**src/rtl/wdog_pkg.sv**
```systemverilog
package wdog_pkg;
  typedef enum logic [1:0] {
    WD_IDLE = 2'd0,
    WD_RUN  = 2'd1,
    WD_HALT = 2'd2
  } wd_state_e;
endpackage

```
**src/rtl/wdog_ctrl.sv**
```systemverilog
module wdog_ctrl
  import wdog_pkg::*;
(
  input  logic clk,
  input  logic rst,
  input  logic tick_en,
  input  logic init_go,
  input  logic sw_clear,
  input  logic tmr_disable,
  input  logic at_max,
  output logic cnt_inc,
  output logic cnt_zero,
  output logic trip
);
  wd_state_e state_q, state_d;
  logic running;

  always_comb begin
    running  = (state_q == WD_RUN);
    cnt_inc  = running && tick_en && !tmr_disable && !sw_clear;
    trip     = cnt_inc && at_max;
    cnt_zero = sw_clear;
  end

  always_comb begin
    state_d = state_q;
    case (state_q)
      WD_IDLE: if (init_go && !sw_clear) state_d = WD_RUN;
      WD_RUN:  if (trip) state_d = WD_HALT;
      WD_HALT: if (sw_clear) state_d = WD_RUN;
      default: state_d = WD_IDLE;
    endcase
  end

  always_ff @(posedge clk) begin
    if (rst) state_q <= WD_IDLE;
    else     state_q <= state_d;
  end
endmodule

```
**src/rtl/wdog_counter.sv**
```systemverilog
module wdog_counter #(
  parameter int CNT_W = 16
) (
  input  logic             clk,
  input  logic             rst,
  input  logic             cnt_inc,
  input  logic             cnt_zero,
  output logic [CNT_W-1:0] count,
  output logic             at_max
);
  localparam logic [CNT_W-1:0] CNT_MAX = {CNT_W{1'b1}};
  localparam logic [CNT_W-1:0] CNT_ONE = {{(CNT_W-1){1'b0}}, 1'b1};

  logic [CNT_W-1:0] count_q;

  always_ff @(posedge clk) begin
    if (rst || cnt_zero) count_q <= '0;
    else if (cnt_inc)    count_q <= count_q + CNT_ONE;
  end

  assign count  = count_q;
  assign at_max = (count_q == CNT_MAX);
endmodule

```
**src/rtl/wdog_status.sv**
```systemverilog
module wdog_status (
  input  logic clk,
  input  logic rst,
  input  logic cnt_zero,
  input  logic trip,
  output logic go_n
);
  logic go_n_q;

  always_ff @(posedge clk) begin
    if (rst || cnt_zero) go_n_q <= 1'b1;
    else if (trip)       go_n_q <= 1'b0;
  end

  assign go_n = go_n_q;
endmodule

```
**src/rtl/wdog_trig_counter.sv**
```systemverilog
module wdog_trig_counter #(
  parameter int CNT_W = 16
) (
  input  logic             clk,
  input  logic             rst,
  input  logic             tick_en,
  input  logic             init_go,
  input  logic             sw_clear,
  input  logic             tmr_disable,
  output logic             go_n,
  output logic [CNT_W-1:0] count
);
  logic cnt_inc, cnt_zero, trip, at_max;

  wdog_ctrl u_ctrl (
    .clk(clk), .rst(rst), .tick_en(tick_en), .init_go(init_go),
    .sw_clear(sw_clear), .tmr_disable(tmr_disable), .at_max(at_max),
    .cnt_inc(cnt_inc), .cnt_zero(cnt_zero), .trip(trip)
  );

  wdog_counter #(.CNT_W(CNT_W)) u_cnt (
    .clk(clk), .rst(rst), .cnt_inc(cnt_inc), .cnt_zero(cnt_zero),
    .count(count), .at_max(at_max)
  );

  wdog_status u_stat (
    .clk(clk), .rst(rst), .cnt_zero(cnt_zero), .trip(trip), .go_n(go_n)
  );
endmodule

```
**config.mk**
```make
export PLATFORM = sky130hd
export DESIGN_NAME = wdog_trig_counter
export DESIGN_NICKNAME = d
export VERILOG_FILES = /design/src/rtl/wdog_pkg.sv /design/src/rtl/wdog_ctrl.sv /design/src/rtl/wdog_counter.sv /design/src/rtl/wdog_status.sv /design/src/rtl/wdog_trig_counter.sv
export SDC_FILE = /design/constraint.sdc
export NUM_CORES = 1
export LEC_CHECK = 0
export ABC_AREA = 1
export CELL_PAD_IN_SITES_DETAIL_PLACEMENT = 1
export CELL_PAD_IN_SITES_GLOBAL_PLACEMENT = 1
export CORE_MARGIN = 2
export CORE_UTILIZATION = 37
export CTS_BUF_LIST = sky130_fd_sc_hd__clkbuf_16
export DETAILED_ROUTE_END_ITERATION = 10
export PLACE_DENSITY = 0.87
export SKIP_LAST_GASP = 1
export SLEW_MARGIN = 5
export SYNTH_ARGS = -nofsm -noshare
export SYNTH_HDL_FRONTEND = slang
export SYNTH_SLANG_ARGS = --single-unit
```
**constraint.sdc**
```tcl
create_clock -name clk -period 2.14 [get_ports clk]
set_input_delay 0.428 -clock clk [delete_from_list [all_inputs] [get_ports clk]]
set_output_delay 0.428 -clock clk [all_outputs]
set_load 0.05 [all_outputs]
```
After elaboration in Yosys (flattened, before gate mapping)
Cells that the tools add are included.
{"block": "totals", "ff_bits": 19, "inputBits": 6, "out_inout_bits": 17, "elab_cells": 24}
{"block": "classes", "addsub": 1, "eq_ne": 6, "n_mux": 4, "reduce_logical": 10}
{"operator": "adder 16 x 1 -> 16 bit, second input constant", "n": 1}
{"operator": "== test 16 bit, second input constant", "n": 1}
{"operator": "2-to-1 mux 2 bit", "n": 3}
{"operator": "one-hot mux 2 bit (3 select lines)", "n": 1}
{"operator": "logical AND 1 bit", "n": 5}
{"operator": "!= test 2 bit, second input constant", "n": 2}
{"operator": "AND reduction 3 bit", "n": 1}
{"operator": "== test 2 x 1 -> 1 bit, second input constant", "n": 1}
{"operator": "== test 2 bit, second input constant", "n": 1}
{"operator": "logical NOT 1 bit", "n": 2}
{"operator": "logical NOT 2 bit", "n": 1}
{"operator": "!= test 2 x 1 -> 1 bit, second input constant", "n": 1}
{"operator": "logical OR 1 bit", "n": 1}

Depth between registers and ports, before layout
Gate-level depths: netlist (run 1).
{"block": "logic_depth", "ltp_word": 7, "ltp_mapped": 9, "mapped_depth_nobuf": 9}

Cells and area by module
Synthesis (run 1) repeated with hierarchy kept, for this count alone.
{"block": "hier_totals", "hier_cells": 158, "hier_area_um2": 1093.5}
{"module": "wdog_counter", "n_inst": 1, "cells_per_inst": 132, "area_per_inst_um2": 905.9, "seq_area_each_um2": 320.3}
{"module": "wdog_ctrl", "n_inst": 1, "cells_per_inst": 21, "area_per_inst_um2": 152.6, "seq_area_each_um2": 40.0}
{"module": "wdog_status", "n_inst": 1, "cells_per_inst": 5, "area_per_inst_um2": 35.0, "seq_area_each_um2": 20.0}

Worst setup path after synthesis (run 1)
OpenSTA, ideal clock, no wires.
{"block": "synth_timing", "path_type": "flip-flop to flip-flop", "start": "register u_cnt.count_q[0] (netlist: u_cnt.count[0])", "end": "register u_cnt.count_q[12] (netlist: u_cnt.count[12])", "setup_ns": 0.113, "arrival_time_ns": 1.604, "required_ns": 2.027, "path_slack_ns": 0.423, "stages_incl_launch_ff": 9, "path_buffers": 0, "period_less_slack_ns": 1.717, "cell_sequence": "dfxtp_1 -> ha_1 -> nand3_2 -> nor2_4 -> nand2_4 -> nor2_4 -> nand2_2 -> nor2_1 -> nor2_1"}
{"block": "synth_via", "elab_chain_len": 1}
{"item": "start, declared", "line": "wdog_counter.sv:14", "text": "logic [CNT_W-1:0] count_q;"}
{"item": "start signal, assigned", "line": "wdog_counter.sv:18", "text": "else if (cnt_inc) count_q <= count_q + CNT_ONE;"}
{"item": "adder 16 x 1 -> 16 bit", "line": "wdog_counter.sv:18"}
No other way between the ends.
A chain may end at the register's enable or synchronous reset.

Worst setup path after layout (run 1)
{"block": "layout_timing", "start": "register u_cnt.count_q[13] (netlist: u_cnt.count[13])", "end": "output port count[13]"}
{"item": "end, declared", "line": "wdog_trig_counter.sv:11", "text": "output logic [CNT_W-1:0] count"}
No word-level cell between the ends.

==> summary.txt, run 1 <==
Run status
  – Run status: complete, no violations

Global routing
  – Global Route Usage Sum: 0.188
  – Vias in the first global route: around 1100
  – First-pass GRT wire length: 4850 µm
  – Initial antenna violation count: 0
  – Global route overflow: 0
  – Largest net degree at the start of global routing: 16

Final layout
  – Syn-to-layout area delta: 30.3%
  – Nets: ~190
  – N_diodes: 0
  – Layout cells sized above 1: 0.112
  – Post-layout util: 0.504
  – Fillers: 355
  – Area of the multi-input gates: around 570 µm²
  – Sequential Area: around 380 µm²

Floorplan
  – Die height: approximately 57 µm
  – I/O pin cnt: 23
  – Initial core utilization: 0.387
  – Die ar.: approximately 3300 µm²
  – Core Area: between 2000 and 3000 µm²
  – FP Rows: 19
  – Width of the die: 57.5 µm

Power and ir drop
  – Static leakage: around 0.50 nW
  – Clock power share: 0.497
  – P per Cell Area: about 570 nW/µm²
  – Logic pwr share: 0.045
  – Tot Pwr: just under 0.0008 W
  – Psw: 0.000159 W
  – Register share of total power: 0.458
  – VDD IR max: ~0.00036 V
  – Switching Fraction: 0.205
  – Pint: roughly 0.00062 W

Drt
  – Initial DRC Count: 15
  – Vias: about 1100
  – Vias per cell: 5.07
  – First-pass iteration count of the detailed router: 4
  – Final WL: 2750 µm
  – WL met3: ~90 µm
  – Top Layer Used: met4
  – WL per Instance: 13.1 µm
  – WL met2: roughly 1400 µm
  – Final antenna-violating net count: 0
  – # DRC: 0
  – M1 WL: ~1200 µm

Logic synthesis
  – Share of the yosys chip area belonging to registers: 0.360
  – #FFs+latches synth: 19
  – Synth Warn #: 0
  – Synth unique cells: 21
  – Top_reg_cell synth: dfxtp_1
  – Largest cells by area after synthesis: dfxtp_1 (36%), nand2_1 (15%), nor2_1 (7.5%), inv_1 (7.1%), a21oi_1 (5.7%)
  – Syn avg cell area: a little under 7 µm²
  – Post-Syn Area: 1060 µm²
  – Post-synth top cells: nand2_1 (42), nor2_1 (21), inv_1 (20)
  – Post-synth EDFFs: 0
  – Yosys top cell by area: dfxtp_1
  – Most numerous cell in the Yosys netlist: nand2_1
  – Synth Instances: approximately 150
  – Syn Nets: between 150 and 200
  – Synth top area share: 0.360
  – Ys async rst share: 0

Clock network
  – H-tree depth: 1
  – CTS tree: done
  – Clk_lat worst skew: ~0.25 ns
  – Total CTS buffers: 3
  – Root buf cell: clkbuf_16
  – Worst-path clk slew: 0.06 ns
  – Sink Count: 19
  – Post-CTS Setup Repair Bufs: 0
  – Hold Buf Count CTS: 0
  – Max clock buf depth: 2
  – Post-cts resize count: 0

Min path
  – HP Class: reg2reg

Timing
  – Final period util: 0.920
  – Worst relative slew slack: 0.664
  – Clock skew: about 0.0029 ns
  – Final hold vios: 0
  – Fin crit period: just under 2 ns
  – Fmax: between 500 and 600 MHz
  – Final setup violation count: 0
  – Min Hold Slack: approximately 0.45 ns
  – Final setup TNS: 0 ns
  – Unrepaired setup endpoints after global routing: no
  – Max-slew violations: 0
  – Worst Tran Pin Value: 0.502 ns

Placed design
  – DP HPWL: between 2000 and 2500 µm
  – RePlAce Congestion: around 0.84
  – IO buf count: 22

Critical path
  – Critical Path Start Type: flop
  – CP bufs+invs: 1
  – Arr. time, crit path: 1.54 ns
  – Crit-path cells: clkdlybuf4s50_1
  – CP Max Fanout: 6
  – Kind of cell adding the most delay to the critical path: buffers and inverters
  – CP required: around 1.7 ns
  – CP peak stage delay: roughly 0.85 ns
  – Setup crit end kind: output pin
  – Critical path class: reg2out
  – Worst-path cell with the longest stage delay: clkdlybuf4s50_1

Run
  – Total of max-cap violations: 0
==> metal layers <==
metal,global-route usage,up-vias
li1,-,529
met1,0.219,508
met2,0.336,17
met3,0.0476,5
met4,0.0598,0
met5,0,-
==> path summary, 6_finish.rpt <==
kind | from | to | slack (ns) | cells past startpoint
worst min-delay path | u_stat.go_n$_SDFFE_PP1P_ | u_stat.go_n$_SDFFE_PP1P_ | 0.45 | 2
worst max-delay path | u_cnt.count[13]$_SDFFE_PP0P_ | count[13] | 0.17 | 1
worst max register to register | u_cnt.count[0]$_SDFFE_PP0P_ | u_cnt.count[10]$_SDFFE_PP0P_ | 0.64 | 8
worst min register to register | u_stat.go_n$_SDFFE_PP1P_ | u_stat.go_n$_SDFFE_PP1P_ | 0.45 | 2
==> power groups by stage <==
stage	registers, W	clock network [W]	logic, W
6_report	0.000357	0.000387	0.0000349
3_3_place_gp	0.000364	0	0.0000337
3_5_place_dp	0.000365	0	0.0000351
4_1_cts	0.000357	0.000391	0.0000355
2_1_floorplan	0.000365	0	0.0000199
5_1_grt	0.000357	0.000410	0.0000388
==> flip-flops by register name, summed over array words and instances (netlist names) <==
name and cells:
u_cnt.count 16, u_ctrl.state_q 2, u_stat.go_n 1
==> cell type report <==
cell class | instances | area share
Clock buffer | 3 | 0.0545
Clock inverter | 1 | 0.00272
Inverter | 23 | 0.0627
Multi-Input combinational cell | 109 | 0.411
Sequential cell | 19 | 0.276
Tap cell | 31 | 0.0282
Timing Repair Buffer | 23 | 0.165
==> worst min-delay path: cells and delay by family (launching register included) <==
| family | cells | cell delay [ns] |
|---|---|---|
| AND/OR/NAND/NOR | 2 | 0.09 |
| flip-flops | 1 | 0.32 |
==> cells by family (layout without fill, tap and decap cells) <==
logic type | Yosys count | after routing | share of synthesized area
AOI/OAI and AO/OA | 19 | 19 | 0.0959
xor gates and xnor gates | 1 | 1 | 0.00829
adders and majority gates | 1 | 1 | 0.0118
buffers and inverters | 25 | 50 | 0.105
DFF | 19 | 19 | 0.360
and+or+nand+nor | 88 | 88 | 0.419
==> layout by cell type (no fill, tap or decap), drive strengths merged <==
master	netlist	final
buf	1	1
xor2	1	1
clkdlybuf4s50	0	22
nor3	3	3
clkbuf	1	3
o21ai	6	6
ha	1	1
o21bai	1	1
nand4	4	4
inv	23	24
a21oi	12	12
nand2	45	45
nand3	10	10
nor2	26	26
dfxtp	19	19
==> metrics by stage <==
step | cells | instance area [µm²] | setup slack (ns)
2_1_floorplan | 153 | 1060 | 0.423
3_3_place_gp | 205 | 1300 | 0.314
3_5_place_dp | 205 | 1300 | 0.244
4_1_cts | 209 | 1380 | 0.167
5_1_grt | 209 | 1380 | 0.114
6_report | 209 | 1380 | 0.172
Note: power is estimated with default switching activity, not from simulation.
==> run 2, diff against run 1 <==
--- a/config.mk
+++ b/config.mk
@@ -5,14 +5,14 @@
 export SDC_FILE = /design/constraint.sdc
 export NUM_CORES = 1
 export LEC_CHECK = 0
-export ABC_AREA = 1
+export ABC_AREA = 0
 export CELL_PAD_IN_SITES_DETAIL_PLACEMENT = 1
 export CELL_PAD_IN_SITES_GLOBAL_PLACEMENT = 1
 export CORE_MARGIN = 2
 export CORE_UTILIZATION = 37
 export CTS_BUF_LIST = sky130_fd_sc_hd__clkbuf_16
 export DETAILED_ROUTE_END_ITERATION = 10
-export PLACE_DENSITY = 0.87
+export PLACE_DENSITY = 0.86
 export SKIP_LAST_GASP = 1
 export SLEW_MARGIN = 5
 export SYNTH_ARGS = -nofsm -noshare
==> run 2 against run 1 <==
Wire length decreased by 6.8%. Die area decreased by 13%. Sequential cell count unchanged. Final area decreased by 5.9%. Final cell count decreased by 20%. First-iteration DRC count decreased by 67%. Critical endpoint is now u_cnt.count[11]$_SDFFE_PP0P_. Largest cell class unchanged.
==> summary.txt, run 2 <==
Final layout
  – Syn-to-layout area delta: 42.3% (was 30.3%)
  – Layout cells sized above 1: 0.173 (was 0.112)
  – Max FFs per register: 16 (unchanged)
  – Fillers: 268 (was 355)
  – N_diodes: 0 (unchanged)
  – Finished Cell Area: 1300 µm² (was 1380 µm²)
  – Most common cell after layout, fill and taps aside: clkdlybuf4s50_1 (was nand2_1)
  – Area of the multi-input gates: 502 µm² (was 566 µm²)
  – Nets: 147 (was 186)
  – Sequential Area: 384 µm² (was 380 µm²)
  – Most frequent cells in the layout: clkdlybuf4s50_1 (20), dfxtp_1 (16), nor2_1 (13) (was nand2_1 (42), clkdlybuf4s50_1 (22), nor2_1 (21), inv_1 (21), dfxtp_1 (19))
  – Post-Layout Cell Count: 167 (was 209)

Global routing
  – Largest net degree at the start of global routing: 17 (was 16)
  – First-pass GRT wire length: 4420 µm (was 4850 µm)
  – Vias in the first global route: 966 (was 1131)
  – Global route overflow: 0 (unchanged)
  – Global Route Usage Sum: 0.214 (was 0.188)
  – Initial antenna violation count: 0 (unchanged)

Clock network
  – Total CTS buffers: 3 (unchanged)
  – Max clock buf depth: 2 (unchanged)
  – CTS tree: done (unchanged)
  – Hold Buf Count CTS: 0 (unchanged)
  – H-tree depth: 1 (unchanged)
  – Clk_lat worst skew: 0.25 ns (about the same)
  – Root buf cell: clkbuf_16 (unchanged)
  – Sink Count: 19 (unchanged)
  – Worst-path clk slew: 0.05 ns (was 0.06 ns)

Timing
  – Clock skew: 0.00179 ns (was 0.00289 ns)
  – Worst relative slew slack: 0.662 (was 0.664)
  – Min Hold Slack: 0.467 ns (was 0.445 ns)
  – Fmax: 476 MHz (was 508 MHz)
  – Final period util: 0.982 (was 0.920)
  – Worst Tran Pin Value: 0.505 ns (was 0.502 ns)
  – Final hold vios: 0 (unchanged)
  – Unrepaired setup endpoints after global routing: no (unchanged)
  – Fin crit period: 2.10 ns (was 1.97 ns)
  – Max-slew violations: 0 (unchanged)
  – Final setup violation count: 0 (unchanged)

Logic synthesis
  – Post-synth EDFFs: 0 (unchanged)
  – Synth top area share: 0.418 (was 0.360)
  – Top_reg_cell synth: dfxtp_1 (unchanged)
  – Post-Syn Area: 911 µm² (was 1060 µm²)
  – Most numerous cell in the Yosys netlist: dfxtp_1 (was nand2_1)
  – Share of the yosys chip area belonging to registers: 0.418 (was 0.360)
  – Ys async rst share: 0 (unchanged)
  – Synth unique cells: 32 (was 21)
  – Synth Warn #: 0 (unchanged)
  – Largest cells by area after synthesis: dfxtp_1 (42%), nand3_1 (5.5%), nor2_1 (5.4%), a21oi_1 (4.4%), xor2_1 (3.8%) (was dfxtp_1 (36%), nand2_1 (15%), nor2_1 (7.5%), inv_1 (7.1%), a21oi_1 (5.7%))
  – Yosys top cell by area: dfxtp_1 (unchanged)
  – Syn Nets: 114 (was 160)
  – #FFs+latches synth: 19 (unchanged)
  – Post-synth top cells: dfxtp_1 (19), nor2_1 (13), nand3_1 (10) (was nand2_1 (42), nor2_1 (21), inv_1 (20))
  – Synth Instances: 107 (was 153)
  – Syn avg cell area: 8.51 µm² (was 6.91 µm²)

Floorplan
  – Width of the die: 53.6 µm (was 57.5 µm)
  – Die ar.: 2870 µm² (was 3300 µm²)
  – Initial core utilization: 0.400 (was 0.387)
  – Core Area: 2280 µm² (was 2730 µm²)
  – Die height: 53.6 µm (was 57.5 µm)
  – FP Rows: 17 (was 19)
  – I/O pin cnt: 23 (unchanged)

Critical path
  – CP Max Fanout: 5 (was 6)
  – Critical path class: in2reg (was reg2out)
  – Worst-path cell with the longest stage delay: or4_4 (was clkdlybuf4s50_1)
  – Setup crit end kind: flop (was output pin)
  – CP required: 2.32 ns (was 1.71 ns)
  – CP peak stage delay: 0.58 ns (was 0.85 ns)
  – Critical Path Start Type: input port (was flop)
  – Arr. time, crit path: 2.28 ns (was 1.54 ns)
  – Crit-path cells: dlygate4sd2_1, or4b_4, or4_4, or3_4, a21oi_2 (was clkdlybuf4s50_1)

Power and ir drop
  – Static leakage: 0.436 nW (was 0.499 nW)
  – P per Cell Area: 593 nW/µm² (was 565 nW/µm²)
  – VDD IR max: 0.000356 V (was 0.000361 V)

Drt
  – Final WL: 2560 µm (was 2750 µm)
  – Top Layer Used: met4 (unchanged)
  – WL met2: 1260 µm (was 1430 µm)
  – Final antenna-violating net count: 0 (unchanged)
  – Vias per cell: 5.45 (was 5.07)
  – Initial DRC Count: 5 (was 15)
  – # DRC: 0 (unchanged)
  – WL per Instance: 15.3 µm (was 13.1 µm)
  – M1 WL: 1180 µm (was 1190 µm)
  – WL met3: 86 µm (was 90 µm)
  – Vias: 910 (was 1059)
  – First-pass iteration count of the detailed router: 4 (unchanged)

Placed design
  – DP HPWL: 1800 µm (was 2100 µm)
  – RePlAce Congestion: 0.762 (was 0.842)
  – IO buf count: 22 (unchanged)
  – Placed insts: 163 (was 205)
  – Placed inst area: 1210 µm² (was 1300 µm²)

Run status
  – Run status: complete, no violations (unchanged)

Run
  – Total of max-cap violations: 0 (unchanged)

Min path
  – HP Class: reg2reg (unchanged)
## run 2: cell count changes after synthesis, moves of 3 or more
cell,delta
xor2_1,+3
or3_1,+4
nand3_2,-3
inv_2,-3
nor2_4,-4
nand2_1,-34
nand3_1,+4
xnor2_1,+3
nor2_1,-8
inv_1,-17
a21oi_1,-4
## run 2: power breakdown
group,total [W],internal [W],switching [W]
Clock,0.000379,0.000248,0.000130
Combinational,0.0000322,0.0000147,0.0000174
Sequential,0.000357,0.000355,0.00000181
Total,0.000768,0.000618,0.000150
## run 2: layout make-up
cell class              instances  share of cell area
inverters                       3             0.00869
clock buffers                   3              0.0579
repair buffers                 31               0.220
multi-input cells              82               0.387
clock inverters                 1             0.00290
well taps                      28              0.0270
flip-flops and latches         19               0.296
## run 2: what timing repair did
| action | CTS | global route |
|---|---|---|
| pin swaps | 3 | 0 |
| resized for setup | 4 | 1 |
| endpoints found under the setup margin | 3 | 1 |
| buffers inserted | 0 | 0 |
## run 2: logic make-up after synthesis
| family | count (synthesis) | synth area share |
|---|---|---|
| AND/OR/NAND/NOR | 54 | 0.327 |
| XOR/XNOR | 7 | 0.0673 |
| flip-flops | 19 | 0.418 |
| adder cells (fa/ha/maj) | 1 | 0.0137 |
| AO/OA/AOI/OAI | 20 | 0.133 |
| buffers and inverters | 6 | 0.0412 |
## run 2: path summary, 6_finish.rpt
check	startpoint	to	slack (ns)	cells past startpoint
max	tmr_disable	u_cnt.count[11]$_SDFFE_PP0P_	0.04	5
min	u_stat.go_n$_SDFFE_PP1P_	u_stat.go_n$_SDFFE_PP1P_	0.47	1
max reg2reg	u_ctrl.state_q[1]$_SDFFE_PP0P_	u_cnt.count[11]$_SDFFE_PP0P_	0.10	4
min reg2reg	u_stat.go_n$_SDFFE_PP1P_	u_stat.go_n$_SDFFE_PP1P_	0.47	1
## run 2: critical path, delay by kind of cell
kind,cells,cell delay (ns)
and+or+nand+nor,3,1.48
AOI/OAI and AO/OA,1,0.12
buffers and inverters,1,0.26
## run 2: stage by stage
step | worst slack (ns) | utilization | power (W) | setup TNS, ns
after detailed placement | -0.297 | 0.532 | 0.000397 | -2.32
after floorplan | 0.123 | - | 0.000381 | 0
after CTS | 0.0376 | 0.570 | 0.000772 | 0
final | 0.0386 | 0.570 | 0.000768 | 0
after global routing | 0.00608 | 0.570 | 0.000790 | 0
after global placement | -0.262 | 0.532 | 0.000396 | -1.62
## run 2: layer usage
metal / GRT usage / up-vias
met3: 0.0389 / 4
met1: 0.264 / 437
met5: 0 / -
li1: - / 451
met2: 0.364 / 18
met4: 0.0897 / 0
==> run 3, diff against run 2 <==
--- a/config.mk
+++ b/config.mk
@@ -11,6 +11,7 @@
 export CORE_MARGIN = 2
 export CORE_UTILIZATION = 37
 export CTS_BUF_LIST = sky130_fd_sc_hd__clkbuf_16
+export CTS_CLUSTER_SIZE = 14
 export DETAILED_ROUTE_END_ITERATION = 10
 export PLACE_DENSITY = 0.86
 export SKIP_LAST_GASP = 1
==> results of run 3 <==
The final DEF is identical to that of run 2; final timing and power are the same.
